## config.mk

```make
export PLATFORM = sky130hd
export DESIGN_NAME = key_scan_capture
export DESIGN_NICKNAME = d
export VERILOG_FILES = /design/src/rtl/kms_pkg.sv /design/src/rtl/kms_ctrl.sv /design/src/rtl/kms_datapath.sv /design/src/rtl/key_scan_capture.sv
export SDC_FILE = /design/constraint.sdc
export NUM_CORES = 1
export LEC_CHECK = 0
export BUFFER_PORTS_ARGS = -buffer_cell sky130_fd_sc_hd__buf_2
export CAP_MARGIN = 20
export CORE_MARGIN = 2
export CORE_UTILIZATION = 50
export DETAILED_ROUTE_END_ITERATION = 8
export PLACE_DENSITY = 0.79
export SLEW_MARGIN = 15
export SYNTH_ARGS = -nofsm -noshare
export SYNTH_HDL_FRONTEND = slang
export SYNTH_SLANG_ARGS = --single-unit
```

## constraint.sdc

```tcl
create_clock -name clk -period 6.5 [get_ports clk]
set_input_delay 0.975 -clock clk [delete_from_list [all_inputs] [get_ports clk]]
set_output_delay 0.975 -clock clk [all_outputs]
set_load 0.05 [all_outputs]
```

## src/rtl/kms_pkg.sv

```systemverilog
package kms_pkg;
  // Control strobes from sequencer to datapath
  typedef struct packed {
    logic hold;     // slot open: track return levels
    logic commit;   // slot just closed: store tracked levels
    logic publish;  // closing slot was the last source
  } kmsStrobe_t;
endpackage

```

## src/rtl/kms_ctrl.sv

```systemverilog
module kms_ctrl
  import kms_pkg::*;
#(
  parameter int NUM_SRC = 16,
  parameter int IDX_W   = $clog2(NUM_SRC)
) (
  input  logic               clk,
  input  logic               rstN,
  input  logic               scanEn,
  input  logic               keySlot,
  output logic [IDX_W-1:0]   srcIdx,
  output logic [NUM_SRC-1:0] srcDrive,
  output kmsStrobe_t         strobe
);
  localparam logic [IDX_W-1:0] LastIdx = IDX_W'(NUM_SRC - 1);

  logic slotOn;
  logic slotQ;
  logic commit;

  assign slotOn = keySlot & scanEn;
  assign commit = slotQ & ~slotOn & scanEn;

  always_ff @(posedge clk or negedge rstN) begin
    if (!rstN) begin
      slotQ  <= 1'b0;
      srcIdx <= '0;
    end else begin
      slotQ <= slotOn;
      if (!scanEn)
        srcIdx <= '0;
      else if (commit)
        srcIdx <= (srcIdx == LastIdx) ? '0 : srcIdx + 1'b1;
    end
  end

  assign strobe.hold    = slotOn;
  assign strobe.commit  = commit;
  assign strobe.publish = commit & (srcIdx == LastIdx);

  for (genvar g = 0; g < NUM_SRC; g++) begin : g_drive
    assign srcDrive[g] = slotOn & (srcIdx == IDX_W'(g));
  end

  // a disabled scan restarts at the first source
  p_restart_on_disable_r7: assert property (@(posedge clk) disable iff (!rstN)
    !scanEn |=> srcIdx == '0);

  // at most one source line driven
  p_single_source_r2: assert property (@(posedge clk) disable iff (!rstN)
    $onehot0(srcDrive));

  // index moves only when a slot closes
  p_index_hold_r3: assert property (@(posedge clk) disable iff (!rstN)
    (scanEn && !commit) |=> $stable(srcIdx));
endmodule

```

## src/rtl/kms_datapath.sv

```systemverilog
module kms_datapath
  import kms_pkg::*;
#(
  parameter int NUM_SRC = 16,
  parameter int NUM_RET = 2,
  parameter int IDX_W   = $clog2(NUM_SRC)
) (
  input  logic                       clk,
  input  logic                       rstN,
  input  kmsStrobe_t                 strobe,
  input  logic [IDX_W-1:0]           srcIdx,
  input  logic [NUM_RET-1:0]         keyRet,
  output logic [NUM_SRC*NUM_RET-1:0] keyImage
);
  localparam int ImgW = NUM_SRC * NUM_RET;

  logic [NUM_RET-1:0] retHold;
  logic [ImgW-1:0]    shadow;
  logic [ImgW-1:0]    nextShadow;

  always_comb begin
    nextShadow = shadow;
    nextShadow[int'(srcIdx)*NUM_RET +: NUM_RET] = retHold;
  end

  always_ff @(posedge clk or negedge rstN) begin
    if (!rstN) begin
      retHold  <= '0;
      shadow   <= '0;
      keyImage <= '0;
    end else begin
      if (strobe.hold)    retHold  <= keyRet;
      if (strobe.commit)  shadow   <= nextShadow;
      if (strobe.publish) keyImage <= nextShadow;
    end
  end

  // tracked return levels frozen once the slot closes
  p_hold_frozen_r4: assert property (@(posedge clk) disable iff (!rstN)
    !strobe.hold |=> $stable(retHold));

  // published image moves only on a publish strobe
  p_image_atomic_r6: assert property (@(posedge clk) disable iff (!rstN)
    !strobe.publish |=> $stable(keyImage));
endmodule

```

## src/rtl/key_scan_capture.sv

```systemverilog
module key_scan_capture
  import kms_pkg::*;
#(
  parameter int NUM_SRC = 16,
  parameter int NUM_RET = 2
) (
  input  logic                       clk,
  input  logic                       rstN,
  input  logic                       scanEn,
  input  logic                       keySlot,
  input  logic [NUM_RET-1:0]         keyRet,
  output logic [NUM_SRC-1:0]         srcDrive,
  output logic [NUM_SRC*NUM_RET-1:0] keyImage
);
  localparam int IdxW = (NUM_SRC > 1) ? $clog2(NUM_SRC) : 1;

  kmsStrobe_t      strobe;
  logic [IdxW-1:0] srcIdx;

  kms_ctrl #(.NUM_SRC(NUM_SRC), .IDX_W(IdxW)) u_ctrl (
    .clk(clk), .rstN(rstN), .scanEn(scanEn), .keySlot(keySlot),
    .srcIdx(srcIdx), .srcDrive(srcDrive), .strobe(strobe)
  );

  kms_datapath #(.NUM_SRC(NUM_SRC), .NUM_RET(NUM_RET), .IDX_W(IdxW)) u_dp (
    .clk(clk), .rstN(rstN), .strobe(strobe), .srcIdx(srcIdx),
    .keyRet(keyRet), .keyImage(keyImage)
  );

  // no drive outside an enabled slot
  p_no_drive_idle_r2: assert property (@(posedge clk) disable iff (!rstN)
    !(keySlot && scanEn) |-> srcDrive == '0);
endmodule

```

==> reports/qor.csv, run 1 <==
metric,value,unit
outcome,finished clean,
die_w,89.5,µm
pin_count,54,
drive_above_1_share,0.263,
cts_tree,done,
synth_cells,366,
initial_core_util,0.509,
synth_top_area_share,0.486,
synth-simple-area-share,0.225,
yosysMostFrequentCell,dfrtp_1,
synth_edf_count,0,
highest_layer,met4,
synthMuxAreaShare,0.159,
dp_hpwl,5.41,mm
p_leak,2.02,nW
core_region_area,7180,µm²
cts_resized,0,
r2r_cells,6,
whs_path_depth,2,
clk_latency,0.35,ns
power,0.881,mW
drtPass1Iterations,4,
wire_per_inst,15.4,µm
routed_wl,7.94,mm
tightest_slew,0.871,ns
cts.sinks,71,
wl_met2,3.89,mm
synth_top_family_by_area,simple AND/OR/NAND/NOR gates,
setup_viol_count_final,0,
dieArea,8010,µm²
rrSetupSlack,3.32,ns
synthFlopType,dfrtp_1,
clk_pin_slew,0.07,ns
cts_buffers,9,
worst_ep_required_time,5.52,ns
clock_path_buffers,2,
tns,0,ns
chipHeight,89.5,µm
drv_slew,0,
cp_max_fo,19,
min_period,3.53,ns
ys_types,45,
ys_warn_count,0,
fin_skew,0.00821,ns
postCtsSetupBuffers,0,
htree_levels,3,
syn_area,3650,µm²
grt_pass1_vias,2719,
grt_max_degree,72,
fin_crit_sh,0.543,
grt_pass1_wl,13.2,mm
slew_headroom,0.415,
synth_xor_area_frac,0.00719,
vias,2895,
drt.antenna.violating_nets,0,
min_path_type,register to register,
final_nets,422,
synthAdderAreaFrac,0.0171,
synth_async_sr_flop_share,1.00,
drc,0,
track_usage,0.220,
syn_avg_cell_area,9.98,µm²
ys_seq_area_frac,0.486,
hold_buffers,0,
worstSetupPathType,register to output pin,
gp_congestion,0.832,
met3_length,414,µm
ir_drop,107,µV
drt-vias-per-instance,5.63,
synthesis.nets,377,
overflow,0,
rsz0062_at_grt,no,
wl_met1,3.43,mm
arrival,2.55,ns
antenna_found_initial,0,
dr.first_iter.drc_count,229,
synth_top_cell_by_area,dfrtp_1,
area_growth,14.5,%
ys_ff_latch,71,
synth.area.top_cells,"dfrtp_1, mux2_2, mux2i_1",
n_antenna_cell,0,
maxCapViolCount,0,
root_buffer,clkbuf_8,
fmax,283,MHz
synth_compound_area_frac,0.0767,
powerDensity,211,nW/µm²
synth_common_cells,"dfrtp_1, nand2_1, nor2_1, mux2_2, mux2i_1",
num_rows,31,
io_buffers,53,
start_kind,register,
hold_viol,0,
worst_setup_path_end_kind,output pin,
## state kept, by name (all words and copies together) (netlist names)
| signal | cells |
|---|---|
| u_ctrl.srcIdx | 4 |
| u_dp.retHold | 2 |
| u_dp.shadow | 32 |
| u_ctrl.slotQ | 1 |
| u_dp.keyImage | 32 |
## path summary, 6_finish.rpt
check / startpoint / endpoint
hold / removal: u_dp.keyImage[1] / u_dp.keyImage[1]
setup / recovery: u_ctrl.srcIdx[0] / srcDrive[0]
hold reg to reg: u_dp.keyImage[1] / u_dp.keyImage[1]
min in group asynchronous: rstN / u_dp.keyImage[25]
max in group asynchronous: rstN / u_ctrl.srcIdx[1]
setup reg to reg: u_ctrl.srcIdx[0] / u_dp.shadow[26]
## critical path, cell delays in order (launching register included)
cell and delay (ns):
dfrtp_1 0.59, inv_1 0.29, ha_1 0.43, or3b_2 0.52, nor2_1 0.10, buf_2 0.26
## power by group
part | internal, mW | switching (mW) | total [mW]
Clock | 0.223 | 0.159 | 0.382
Combinational | 0.0132 | 0.0296 | 0.0427
Sequential | 0.448 | 0.00748 | 0.456
## placed cells by master (no fill, tap or decap), types with 6 or more instances in the layout
master,n
a21oi_1,11
buf_2,53
clkbuf_8,10
dfrtp_1,71
mux2_2,30
mux2i_1,22
nand2_1,55
nand2b_1,6
nand3_1,13
nand4_1,12
nor2_1,32
nor3_1,14
o21ai_0,19
## kinds of logic after synthesis
kind of cell               count (synthesis)
buffers and inverters                     25
adders and majority gates                  5
muxes                                     54
and+or+nand+nor                          163
DFF                                       71
AOI/OAI and AO/OA                         45
xor gates and xnor gates                   3
## routing by layer
metal,track usage,up-vias
met1,0.279,1406
met2,0.357,87
met3,0.0462,19
li1,-,1383
met4,0.111,0
met5,0,-
## per-stage QoR
stage | instances | instance area (µm²) | worst slack [ns] | util | hold WS [ns]
after floorplan | 366 | 3650 | 2.98 | - | 0.442
after CTS | 514 | 4180 | 2.98 | 0.582 | 0.470
after global routing | 514 | 4180 | 2.78 | 0.583 | 0.494
final | 514 | 4180 | 2.97 | 0.583 | 0.467
after global placement | 499 | 3970 | 3.40 | 0.553 | 0.445
after detailed placement | 499 | 3970 | 3.23 | 0.553 | 0.455
## layout make-up
cell class / count / area [µm²]
clock buffer: 11 / 141
clock inverter: 4 / 70.1
fill: 627 / 2990
inverter: 5 / 18.8
multi-input combinational: 270 / 1780
sequential: 71 / 1780
tap: 99 / 124
timing repair buffer: 54 / 273
(Power assumes the default switching activity.)
==> inputs of run 2 (changes only) <==
PLACE_DENSITY = 0.82   (was 0.79)
clock period = 3.2 ns   (was 6.5 ns; I/O delays follow)
==> run 2 against run 1 <==
Against the previous run:
- wire length is 2.8% lower
- via count is 0.28% higher
- combinational power is 110% higher
- final cell count is 1.4% higher
- die area stayed put
- worst setup slack worse by 2.5 ns
- clock skew is 0.0037 ns lower
- core utilization is 0.28 points higher
- critical endpoint unchanged
==> reports/qor.csv, run 2 (synthesis gave the netlist of run 1 again) <==
metric,value,unit,change
ir_drop,173,µV,+62%
cts_buffers,9,,unchanged
start_kind,register,,
min_path_type,input port to asynchronous set/reset pin,,
powerDensity,385,nW/µm²,+83%
min_period,2.76,ns,
n_antenna_cell,0,,unchanged
chipHeight,89.5,µm,unchanged
clock_path_buffers,2,,unchanged
postCtsSetupBuffers,0,,unchanged
core_region_area,7180,µm²,unchanged
fillers,619,,-1.3%
vias,2903,,+0.28%
worst_ep_required_time,2.72,ns,-2.80 ns
final_common_cell,dfrtp_1,,
comb_power_share,0.057,,+0.008
gp_congestion,0.873,,+4.9%
cts_resized,0,,unchanged
grt_max_degree,39,,-46%
power_switching_share,0.225,,+0.00205
root_buffer,clkbuf_8,,
overflow,0,,unchanged
dr.first_iter.drc_count,342,,+49%
tns,0,ns,unchanged
worstSetupPathType,register to output pin,,
io_buffers,53,,unchanged
grt_pass1_vias,2760,,+1.5%
rsz0062_at_grt,no,,
tightest_slew,0.840,ns,-0.0306 ns
dieArea,8010,µm²,unchanged
die_w,89.5,µm,unchanged
maxCapViolCount,0,,unchanged
drive_above_1_share,0.273,,+0.00986
p_clk_frac,0.373,,-0.061
clk_pin_slew,0.06,ns,about the same
fin_skew,0.00450,ns,-0.00370 ns
final_nets,430,,+1.9%
antenna_found_initial,0,,unchanged
worst_setup_path_end_kind,output pin,,
drv_slew,0,,unchanged
routed_wl,7.71,mm,-2.8%
p_int,1.25,mW,+83%
hold_viol,0,,unchanged
wire_per_inst,14.8,µm,-4.2%
fmax,363,MHz,
fin_hold_ws,0.230,ns,-0.237 ns
grt_pass1_wl,12.8,mm,-2.5%
drt.antenna.violating_nets,0,,unchanged
area_growth,15.0,%,
cts_tree,done,,
arrival,2.28,ns,-0.27 ns
fin_crit_sh,0.861,,
initial_core_util,0.509,,unchanged
cp_max_fo,12,,-7
num_rows,31,,unchanged
p_sw,0.364,mW,+85%
hold_buffers,0,,unchanged
top_regs,"u_dp.keyImage: 32 flops, u_dp.shadow: 32 flops, u_ctrl.srcIdx: 4 flops",,
drtPass1Iterations,7,,+3
dp_hpwl,5.70,mm,+5.5%
p_leak,2.04,nW,+1.1%
final_cell_mix,"dfrtp_1, nand2_1, buf_2, nor2_1, mux2_2",,
setup_viol_count_final,0,,unchanged
drt-vias-per-instance,5.57,,-1.1%
track_usage,0.211,,-0.00847
outcome,finished clean,,
p_seq_frac,0.570,,+0.053
cts.sinks,71,,unchanged
htree_levels,3,,unchanged
slew_headroom,0.438,,+0.0237
pin_count,54,,unchanged
clk_latency,0.34,ns,about the same
drc,0,,unchanged
run 2: path summary, 6_finish.rpt:
| path | start | to | slack, ns | cells after the start |
|---|---|---|---|---|
| worst max-delay path | u_ctrl.srcIdx[1] | srcDrive[0] | 0.44 | 5 |
| worst min-delay path | rstN | u_dp.keyImage[1] | 0.23 | 1 |
| worst max register to register | u_ctrl.srcIdx[0] | u_dp.shadow[26] | 0.49 | 7 |
| worst min register to register | u_dp.keyImage[1] | u_dp.keyImage[1] | 0.47 | 2 |
| max in group asynchronous | rstN | u_dp.keyImage[26] | 2.31 | 2 |
| min in group clk | keyRet[1] | u_dp.retHold[1] | 0.33 | 3 |
run 2: cell type report:
| cell class | count | area [µm²] | share of cell area |
|---|---|---|---|
| well taps | 99 | 124 | 0.0295 |
| inverters | 5 | 18.8 | 0.00447 |
| repair buffers | 62 | 345 | 0.0822 |
| clock buffers | 13 | 159 | 0.0378 |
| flip-flops and latches | 71 | 1780 | 0.423 |
| clock inverters | 1 | 5.00 | 0.00119 |
| multi-input cells | 270 | 1770 | 0.422 |
run 2: power groups by stage:
stage	clock, mW	sequential, mW	combinational (mW)
floorplan	0	0.935	0.0557
global placement	0	0.939	0.0891
detailed placement	0	0.940	0.0927
CTS	0.623	0.923	0.0930
global route	0.660	0.924	0.104
finish	0.604	0.923	0.0915
run 2: worst max-delay path: stages, from the launching register on:
cell and delay [ns]:
dfrtp_1 0.48, inv_1 0.15, ha_1 0.43, or3b_2 0.52, nor2_1 0.09, buf_2 0.26
run 2: per-layer routing:
metal  vias to the layer above  global-route usage  part of all wire
met3                        12              0.0397             0.049
met2                        72               0.344              0.51
met4                         0              0.0991             0.017
li1                       1394                   -                 -
met1                      1425               0.273              0.42
met5                         -                   0                 0
run 2: per-stage QoR:
stage	setup WS (ns)	cell area, µm²	cells	utilization	power (mW)
2_1_floorplan	0.617	3650	366	-	0.991
3_3_place_gp	0.684	4040	507	0.563	1.03
3_5_place_dp	0.571	4040	507	0.563	1.03
4_1_cts	0.454	4200	521	0.586	1.64
5_1_grt	0.201	4200	521	0.586	1.69
6_report	0.444	4200	521	0.586	1.62
